File: src/rtl/nn_perm_net.sv
module nn_perm_net #(
  parameter int LANES = 4,
  parameter int WIDTH = 16
) (
  input  logic                     clk_i,
  input  logic                     rst_ni,
  input  logic                     start_i,
  input  logic                     op_i,
  input  logic [$clog2(LANES)-1:0] src_i,
  input  logic [LANES*WIDTH-1:0]   lo_i,
  input  logic [LANES*WIDTH-1:0]   hi_i,
  output logic                     busy_o,
  output logic                     done_o,
  output logic [LANES*WIDTH-1:0]   lo_o,
  output logic [LANES*WIDTH-1:0]   hi_o
);
  localparam int IW = $clog2(LANES);
  localparam int CW = $clog2(2*LANES+1);
  localparam logic [CW-1:0] HI_CAP = CW'(LANES);
  localparam logic [CW-1:0] LO_CAP = CW'(2*LANES);

  logic [WIDTH-1:0] sl_q [LANES];
  logic [WIDTH-1:0] sh_q [LANES];
  logic [WIDTH-1:0] chain_q [LANES];
  logic [CW-1:0]    cnt_q;
  logic             op_q, busy_q, done_q;
  logic [IW-1:0]    srcl_q;
  logic [LANES*WIDTH-1:0] lo_q, hi_q, chain_flat;

  logic [IW-1:0]    ent_lane;
  logic             ent_hi;
  logic [WIDTH-1:0] ent_word;

  always_comb begin
    int p, e;
    p = (int'(cnt_q) < 2*LANES) ? (2*LANES - 1 - int'(cnt_q)) : 0;
    if (op_q) begin
      e        = (p < LANES) ? 2*p : 2*(p - LANES) + 1;
      ent_hi   = (e >= LANES);
      ent_lane = IW'(ent_hi ? e - LANES : e);
    end else begin
      e        = 0;
      ent_hi   = (p >= LANES);
      ent_lane = srcl_q;
    end
    ent_word = ent_hi ? sh_q[ent_lane] : sl_q[ent_lane];
  end

  for (genvar k = 0; k < LANES; k++) begin : g_flat
    assign chain_flat[k*WIDTH +: WIDTH] = chain_q[k];
  end

  always_ff @(posedge clk_i or negedge rst_ni) begin
    if (!rst_ni) begin
      busy_q <= 1'b0;
      done_q <= 1'b0;
      cnt_q  <= '0;
      op_q   <= 1'b0;
      srcl_q <= '0;
      lo_q   <= '0;
      hi_q   <= '0;
      for (int k = 0; k < LANES; k++) begin
        sl_q[k]    <= '0;
        sh_q[k]    <= '0;
        chain_q[k] <= '0;
      end
    end else begin
      done_q <= 1'b0;
      if (!busy_q) begin
        if (start_i) begin
          busy_q <= 1'b1;
          cnt_q  <= '0;
          op_q   <= op_i;
          srcl_q <= src_i;
          for (int k = 0; k < LANES; k++) begin
            sl_q[k] <= lo_i[k*WIDTH +: WIDTH];
            sh_q[k] <= hi_i[k*WIDTH +: WIDTH];
          end
        end
      end else begin
        chain_q[0] <= ent_word;
        for (int k = 1; k < LANES; k++) chain_q[k] <= chain_q[k-1];
        cnt_q <= cnt_q + 1'b1;
        if (cnt_q == HI_CAP) hi_q <= chain_flat;
        if (cnt_q == LO_CAP) begin
          lo_q   <= chain_flat;
          busy_q <= 1'b0;
          done_q <= 1'b1;
        end
      end
    end
  end

  assign busy_o = busy_q;
  assign done_o = done_q;
  assign lo_o   = lo_q;
  assign hi_o   = hi_q;
endmodule

File: config.mk
export PLATFORM = sky130hd
export DESIGN_NAME = nn_perm_net
export DESIGN_NICKNAME = d
export VERILOG_FILES = /design/src/rtl/nn_perm_net.sv
export SDC_FILE = /design/constraint.sdc
export NUM_CORES = 1
export LEC_CHECK = 0
export ABC_AREA = 1
export BUFFER_PORTS_ARGS = -buffer_cell sky130_fd_sc_hd__buf_4
export CAP_MARGIN = 15
export CORE_MARGIN = 1
export CORE_UTILIZATION = 59
export CTS_CLUSTER_DIAMETER = 100
export CTS_CLUSTER_SIZE = 8
export DETAILED_ROUTE_END_ITERATION = 6
export GPL_ROUTABILITY_DRIVEN = 0
export PLACE_DENSITY = 0.85
export SKIP_LAST_GASP = 1
export SYNTH_ARGS = -nofsm -noshare
export SYNTH_HDL_FRONTEND = slang
export SYNTH_SLANG_ARGS = --single-unit
File: constraint.sdc
create_clock -name clk_i -period 2.2 [get_ports clk_i]
set_input_delay 0.11 -clock clk_i [delete_from_list [all_inputs] [get_ports clk_i]]
set_output_delay 0.11 -clock clk_i [all_outputs]
set_load 0.005 [all_outputs]
==> results.json <==
{
  "outcome": "complete, no violations",
  "pre_cts_slack_ns": 0.2944,
  "critPathKind": "reg2reg",
  "yosysMostFrequentCell": "dfrtp_1",
  "slew_headroom": 0.4936,
  "ys_seq_area_frac": 0.5997,
  "grt_antenna_before_repair": 0,
  "post_cts_buffers": 0,
  "die_area_um2": 23880,
  "yosys-mux-area-fraction": 0,
  "worstHoldPathType": "in2async",
  "hpwl_mm": 26.29,
  "synth_top_cell_by_area": "dfrtp_1",
  "fin_skew_ns": 0.03156,
  "synth_compound_area_frac": 0.1177,
  "placed_area_um2": 15840,
  "yosys.area_share.adder": 0.001823,
  "grt_pass1_vias": 13080,
  "cts-root-buf": "clkbuf_16",
  "ys_top_cells_by_area": "dfrtp_1, nand2_1, nand3_1, inv_1, o21ai_0",
  "fin_nets": 2052,
  "gr-usage-all-layers": 0.3850,
  "synth-seq-cells": 329,
  "crit_start": "busy_o",
  "synth_cells": 1550,
  "tightest_slew_ns": 0.7595,
  "reg2regPathDepth": 5,
  "arrival_ns": 2.42,
  "grt_overflow": 0,
  "synth-xor-area-share": 0,
  "worstPathMaxFanout": 55,
  "rows": 55,
  "synth_top_family_by_area": "simple AND/OR/NAND/NOR gates",
  "numCtsBuffers": 47,
  "leakagePower_uw": 0.009633,
  "required_ns": 2.61,
  "yosys.area.top_type_share": 0.5997,
  "firstDrtPassIters": 7,
  "syn_area_um2": 13730,
  "async_flop_share": 1.000,
  "period_needed_ns": 2.011,
  "startpoint_type": "register",
  "start_util": 0.6046,
  "grt_start_max_net_pins": 129,
  "final_cells": 2206,
  "clockBufferDepth": 3,
  "die-height_um": 154.5,
  "area_growth_syn_to_layout_pct": 33.96,
  "n_fill_cell": 1336,
  "wl_per_cell_um": 20.33,
  "vdd.ir_drop.worst_mv": 0.7744,
  "finalCritPeriodShare": 0.9140,
  "regToRegSetupSlack_ns": 0.19,
  "drive_above_1_share": 0.1849,
  "grt_pass1_wl_mm": 70.30,
  "syn_avg_cell_area_um2": 8.858,
  "ios": 264,
  "dpl.cell_count": 2019,
  "setup_ws_ns": 0.1893,
  "via_per_inst": 5.871,
  "core_um2": 22710,
  "drv_cap": 0,
  "totalWireLength_mm": 44.85,
  "p_total_uw": 28310,
  "clock_sinks": 329,
  "syn-num-nets": 1686,
  "htree_levels": 2,
  "cts_tree": "done",
  "final-max-slew-violation-count": 0,
  "max_freq_mhz": 497.3,
  "reg2reg_from": "busy_o",
  "remaining_drc_errors": 0,
  "synth-simple-area-share": 0.1834,
  "fin_setup_tns_ns": 0,
  "setup_viol": 0,
  "via_count": 12951,
  "synth.distinct_cells": 25,
  "drt_iter0_markers": 1571,
  "hold_viol_final": 0,
  "port_buffers": 263,
  "yosysWarnings": 0,
  "synth_edf_count": 0,
  "clk_latency_ns": 0.55,
  "synthFlopType": "dfrtp_1",
  "pwr_density_cell_nw_per_um2": 1539,
  "synth_common_cells": "dfrtp_1, nand2_1, inv_1",
  "ant_nets": 0,
  "die_x_um": 154.5,
  "design_area_um2": 18390,
  "path_clk_slew_ns": 0.05,
  "rsz0062_at_grt": "false",
  "end_kind": "register"
}
-- power breakdown --
| part | switching [uW] | internal [uW] | total [uW] |
|---|---|---|---|
| Clock | 2500 | 3760 | 6260 |
| Combinational | 7120 | 4360 | 11500 |
| Sequential | 1670 | 8890 | 10600 |
-- stage by stage --
stage	hold slack (ns)	utilization
after floorplan	-0.1856	-
after global placement	0.1139	0.6973
after detailed placement	0.1124	0.6973
after CTS	0.1573	0.8096
after global routing	0.1993	0.8098
final	0.1359	0.8099
-- area by class of cell --
type,instances,area [um^2],area share
Antenna cell,1,2.502,0.0001361
Sequential cell,329,8237,0.4479
Multi-Input combinational cell,917,4174,0.2270
Inverter,202,763.2,0.04150
Timing Repair Buffer,419,3640,0.1979
Clock buffer,49,1184,0.06436
Clock inverter,4,35.03,0.001905
Tap cell,285,356.6,0.01939
-- routing by layer --
layer	part of all wire	vias up	GRT usage
met5	0	-	0
met4	0.076	0	0.2702
met2	0.50	878	0.6563
met1	0.34	6160	0.4424
met3	0.084	259	0.06949
li1	-	5654	-
-- flip-flops by register name (all words and copies together), names as in the netlist, 2 cells and up --
signal,flops
chain_flat,64
cnt_q,4
hi_o,64
lo_o,64
sh_q,64
sl_q,64
srcl_q,2
-- cells in the final DEF (no fill, tap or decap), types with 41 or more instances in the layout --
master	count
dfrtp_1	328
o21ai_0	137
inv_1	197
nand3_1	195
o21ai_1	41
buf_4	272
nand2_1	261
clkbuf_16	47
dlygate4sd3_1	133
nor2_1	133
a21oi_1	132
-- repair_timing --
item | CTS | global route
hold buffers | 133 | 0
resized for setup | 0 | 1
endpoints found under the setup margin | 0 | 1
endpoints found under the hold margin | 221 | 0
-- worst max-delay path, stage by stage, from the launching register on --
cell and delay (ns):
dfrtp_4 0.51, inv_2 0.30, nand2_4 0.37, buf_12 0.32
nor2_1 0.30, a21oi_1 0.07
-- cell families (layout without fill, tap and decap cells) --
kind of cell,count (synthesis),count (layout)
AO/OA/AOI/OAI,316,316
adder cells (fa/ha/maj),2,2
buffers and inverters,304,674
flip-flops,329,329
other,0,1
AND/OR/NAND/NOR,599,599
-- path summary, 6_finish.rpt --
path	to
max reg2reg	sl_q[63]
min reg2reg	lo_o[24]
min	lo_o[56]
max in group asynchronous	lo_o[12]
max	sl_q[63]
min in group clk_i	sh_q[5]
No activity file was read; power rests on OpenSTA's default activity.
